--- config.mk ---
export PLATFORM = sky130hd
export DESIGN_NAME = baud_vote_gen
export DESIGN_NICKNAME = d
export VERILOG_FILES = /design/src/rtl/baud_vote_pkg.sv /design/src/rtl/baud_vote_ctrl.sv /design/src/rtl/baud_vote_dp.sv /design/src/rtl/baud_vote_gen.sv
export SDC_FILE = /design/constraint.sdc
export NUM_CORES = 1
export LEC_CHECK = 0
export BUFFER_PORTS_ARGS = -buffer_cell sky130_fd_sc_hd__buf_2
export CORE_ASPECT_RATIO = 0.6
export CORE_UTILIZATION = 53
export DETAILED_ROUTE_END_ITERATION = 16
export PLACE_DENSITY = 0.77
export SYNTH_ARGS = -nofsm -noshare
export SYNTH_HDL_FRONTEND = slang
export SYNTH_SLANG_ARGS = --single-unit
--- constraint.sdc ---
create_clock -name clk -period 2.48 [get_ports clk]
set_input_delay 0.124 -clock clk [delete_from_list [all_inputs] [get_ports clk]]
set_output_delay 0.124 -clock clk [all_outputs]
set_load 0.01 [all_outputs]
--- src/rtl/baud_vote_pkg.sv ---
package baud_vote_pkg;
  localparam int PRE_W     = 12;
  localparam int SPB_W     = 6;
  localparam int SPB_RESET = 32;
  localparam int SPB_MIN   = 8;

  // control-to-datapath strobes
  typedef struct packed {
    logic tick;
    logic bitEnd;
    logic vote0;
    logic vote1;
    logic vote2;
  } strobeT;
endpackage

--- src/rtl/baud_vote_ctrl.sv ---
module baud_vote_ctrl
  import baud_vote_pkg::*;
#(
  parameter int PreW     = PRE_W,
  parameter int SpbW     = SPB_W,
  parameter int SpbReset = SPB_RESET,
  parameter int SpbMin   = SPB_MIN
) (
  input  logic            clk,
  input  logic            rstN,
  input  logic [PreW-1:0] prescale,
  input  logic [SpbW-1:0] samplesPerBit,
  input  logic            align,
  output strobeT          strb
);
  localparam logic [SpbW-1:0] ONE_S  = SpbW'(1);
  localparam logic [SpbW-1:0] MIN_S  = SpbW'(SpbMin);
  localparam logic [SpbW-1:0] RST_S  = SpbW'(SpbReset);

  logic [PreW-1:0] preCnt, activePre;
  logic [SpbW-1:0] bitCnt, activeN, clampedN, halfN;
  logic            tickRaw, lastSample;

  assign clampedN   = (samplesPerBit < MIN_S) ? MIN_S : samplesPerBit;
  assign halfN      = activeN >> 1;
  assign tickRaw    = !align && (preCnt == activePre);
  assign lastSample = (bitCnt == activeN - ONE_S);

  always_comb begin
    strb.tick   = tickRaw;
    strb.bitEnd = tickRaw && lastSample;
    strb.vote0  = tickRaw && (bitCnt == halfN - ONE_S);
    strb.vote1  = tickRaw && (bitCnt == halfN);
    strb.vote2  = tickRaw && (bitCnt == halfN + ONE_S);
  end

  always_ff @(posedge clk or negedge rstN) begin
    if (!rstN) begin
      preCnt    <= '0;
      bitCnt    <= '0;
      activePre <= '0;
      activeN   <= RST_S;
    end else if (align) begin
      preCnt    <= '0;
      bitCnt    <= '0;
      activePre <= prescale;
      activeN   <= clampedN;
    end else if (tickRaw) begin
      preCnt <= '0;
      if (lastSample) begin
        bitCnt    <= '0;
        activePre <= prescale;
        activeN   <= clampedN;
      end else begin
        bitCnt <= bitCnt + ONE_S;
      end
    end else begin
      preCnt <= preCnt + PreW'(1);
    end
  end
endmodule

--- src/rtl/baud_vote_dp.sv ---
module baud_vote_dp
  import baud_vote_pkg::*;
(
  input  logic   clk,
  input  logic   rstN,
  input  strobeT strb,
  input  logic   rxLine,
  output logic   rxBit,
  output logic   rxBitValid
);
  logic sampA, sampB;

  always_ff @(posedge clk or negedge rstN) begin
    if (!rstN) begin
      sampA      <= 1'b1;
      sampB      <= 1'b1;
      rxBit      <= 1'b1;
      rxBitValid <= 1'b0;
    end else begin
      rxBitValid <= strb.vote2;
      if (strb.vote0) sampA <= rxLine;
      if (strb.vote1) sampB <= rxLine;
      if (strb.vote2) rxBit <= (sampA & sampB) | (sampA & rxLine) | (sampB & rxLine);
    end
  end
endmodule

--- src/rtl/baud_vote_gen.sv ---
module baud_vote_gen
  import baud_vote_pkg::*;
#(
  parameter int PreW = PRE_W,
  parameter int SpbW = SPB_W
) (
  input  logic            clk,
  input  logic            rstN,
  input  logic [PreW-1:0] prescale,
  input  logic [SpbW-1:0] samplesPerBit,
  input  logic            rxLine,
  input  logic            align,
  output logic            sampleTick,
  output logic            bitStrobe,
  output logic            rxBit,
  output logic            rxBitValid
);
  strobeT strb;

  baud_vote_ctrl #(.PreW(PreW), .SpbW(SpbW)) u_ctrl (
    .clk(clk), .rstN(rstN), .prescale(prescale),
    .samplesPerBit(samplesPerBit), .align(align), .strb(strb)
  );

  baud_vote_dp u_dp (
    .clk(clk), .rstN(rstN), .strb(strb), .rxLine(rxLine),
    .rxBit(rxBit), .rxBitValid(rxBitValid)
  );

  assign sampleTick = strb.tick;
  assign bitStrobe  = strb.bitEnd;
endmodule

==> metrics.txt <==
Port Buffer Count=25; vias in the first global route=approximately 1700; final WL=4971 um; fin nets=roughly 290; initial antenna violation count=0; worst-margin pin slew=roughly 0.88 ns; Worst EP arrival=2.20 ns; Setup Viol. Count Final=0; Power Internal=~1.1 mW; cell row count=18; CTS tree=yes; clk_skew=0.007433 ns; Reg power frac=around 48%; critical path class=flip-flop to output port; number of synthesized flops with an enable pin=0; fin crit period=2.328 ns; H-tree levels=2; HPWL Detailed=approximately 3700 um; ys async rst share=between 90% and 100%; Leak=1.200 nW; VDD IR max=around 400 uV; Main synth FF type=dfrtp_1; pwr dens=566.0 nW/um^2; most numerous cell in the Yosys netlist=dfrtp_1; global placement routability congestion=0.8661; total of max-cap violations=0; Clock Power Share=29.0%; deepest clock path buffer count=2; CP Capture Type=output port; starting DRC count in detailed routing=~110; grt ovf=0; clock-pin transition on the worst setup and hold timing paths=roughly 0.080 ns; Die Height=~54 um; total CTS buffers=5; Post-synth top cells=36 x dfrtp_1, 24 x xnor2_1, 17 x nor2_1; Fin Setup TNS=0 ns; relative slew slack=between 40% and 50%; Setup Fix Bufs, Post-CTS=0; Max Slew Vio Count=0; first-pass GRT wire length=8376 um; Hold WC Path Type=input pin to flip-flop; vias per std cell=roughly 5.6; Starting Density=between 50% and 60%; Sw Share=just under 30%; Yosys warning count=0; outcome=completed; post-synth top area share=between 30 and 40%; clk sinks=40; Routed Antenna Nets=0; Worst setup SP type=flip-flop; Psw=about 0.46 mW; routed vias=~1800; Ant. Diodes=0; Mapped Area=between 2000 and 2500 sq um; Core Util, Final=65.45%; largest cells by area after synthesis=dfrtp_1 38%, xnor2_1 8.8%, xor2_1 5.9%, mux2_2 5.2%, dfstp_2 4.4%; fmax=between 400 and 500 MHz; Residual DRC=0; Placeable Area=4212 sq um; total power=about 1.6 mW; # IOs=26; net count after synthesis=approximately 250; chip width=approximately 89 um; die area=4798 sq um; 1st-pass router iterations=5; flops & latches, synth=40; Syn Inst Count=roughly 230; CTS root buf=clkbuf_8; register area share after synthesis=a little over two fifths; mean area per synthesized cell=~11 sq um; Layout area overhead=15.16%; layout cell share with drive strength beyond 1=between 20 and 30%; final hold vios=0; pin count of the biggest net entering global routing=41; routed len/inst=around 16 um; CP max FO=8; Combinational Power Share=23.1%; worst skew pair latency=a little under 0.3 ns; GR Util All Layers=between 20% and 30%; RSZ-0062 raised after global routing=false; largest area contributor in the netlist=dfrtp_1; CP Data Required Time=roughly 2.4 ns; Tcrit/Tclk final=93.85%; post-synth cell types=between 40 and 50
-- critical path, cell delays in order (launching register included) --
cell       delay [ns]
dfrtp_1          0.38
inv_1            0.14
ha_2             0.22
a21boi_4         0.22
and3_4           0.21
o2111ai_4        0.15
buf_4            0.20
nor4_1           0.21
buf_2            0.18
-- state kept, by name, summed over array words and instances, names as in the netlist --
signal            cells
u_ctrl.bitCnt         6
u_dp.rxBitValid       1
u_dp.sampB            1
u_dp.rxBit            1
u_ctrl.activeN        6
u_dp.sampA            1
u_ctrl.preCnt        12
u_ctrl.activePre     12
-- final timing paths --
check	start	end	slack (ns)	cells after the start
min in group asynchronous	rstN	u_ctrl.bitCnt[3]$_DFFE_PN0P_	0.47	2
worst min register to register	u_ctrl.activePre[3]$_DFFE_PN0P_	u_ctrl.activePre[3]$_DFFE_PN0P_	0.54	1
worst max register to register	u_ctrl.activeN[1]$_DFFE_PN0P_	u_ctrl.activePre[1]$_DFFE_PN0P_	0.16	8
max in group asynchronous	rstN	u_ctrl.activePre[5]$_DFFE_PN0P_	1.44	2
worst min-delay path	prescale[3]	u_ctrl.activePre[3]$_DFFE_PN0P_	0.06	2
worst max-delay path	u_ctrl.activeN[1]$_DFFE_PN0P_	bitStrobe	0.15	8
-- placed cells by master, fill, tap and decap left out, types with 3 or more instances in the layout --
| cell | count |
|---|---|
| mux2_2 | 11 |
| nor4_1 | 3 |
| inv_1 | 4 |
| and4_1 | 3 |
| buf_2 | 25 |
| xor2_1 | 16 |
| a31oi_1 | 3 |
| xnor2_1 | 23 |
| nor3_1 | 6 |
| buf_4 | 9 |
| o211ai_1 | 4 |
| nand4_1 | 5 |
| mux2_4 | 7 |
| nand3_1 | 11 |
| dfrtp_1 | 36 |
| ha_1 | 5 |
| dfstp_2 | 4 |
| nor2_1 | 17 |
| clkbuf_8 | 6 |
| a21oi_1 | 4 |
| o21ai_0 | 3 |
| mux2i_1 | 3 |
| nand2b_1 | 5 |
| nand2_1 | 11 |
-- cell type report --
| class | instances | area [sq um] |
|---|---|---|
| fillers | 357 | 1455 |
| clock inverters | 1 | 7.507 |
| clock buffers | 7 | 86.33 |
| multi-input cells | 169 | 1340 |
| inverters | 5 | 18.77 |
| well taps | 60 | 75.07 |
| repair buffers | 36 | 222.7 |
| flip-flops and latches | 40 | 1006 |
-- timing repair --
item | in CTS | in global routing
hold endpoints to repair | 36 | 0
resized for setup | 0 | 1
hold buffers | 1 | 0
endpoints found under the setup margin | 0 | 8
-- metal layers --
metal | up-vias | track usage [%] | share of wire, %
met5 | - | 0 | 0
met4 | 0 | 5.376 | 0.68
met3 | 5 | 6.288 | 7.3
met2 | 54 | 32.95 | 39
met1 | 864 | 37.40 | 53
li1 | 859 | - | -
-- metrics by stage --
step           setup slack, ns  hold slack (ns)  instances  instance area [sq um]
2_1_floorplan         0.001633          -0.1716        225                   2434
3_3_place_gp            0.1794           0.3003        309                   2648
3_5_place_dp           0.07963           0.2954        309                   2648
4_1_cts                0.06857          0.05604        318                   2751
5_1_grt                0.02914          0.04944        318                   2756
6_report                0.1524          0.05770        318                   2756
-- power by group through the flow --
stage	logic, mW	registers, mW	clock network (mW)
after floorplan	0.272	0.734	0
after global placement	0.348	0.757	0
after detailed placement	0.355	0.758	0
after CTS	0.359	0.746	0.461
after global routing	0.401	0.753	0.493
final	0.361	0.746	0.453
-- logic make-up (layout without fill, tap and decap cells) --
group           count (synthesis)  after routing  share of synthesized area [%]
flops                          40             40                          42.03
xor+xnor                       40             40                          14.64
compound gates                 26             26                          8.469
buf+inv                        16             49                          3.763
mux                            21             21                          10.82
fa+ha+maj                       7              7                          3.555
simple gates                   75             75                          16.73
Note: power is estimated with default switching activity, not from simulation.
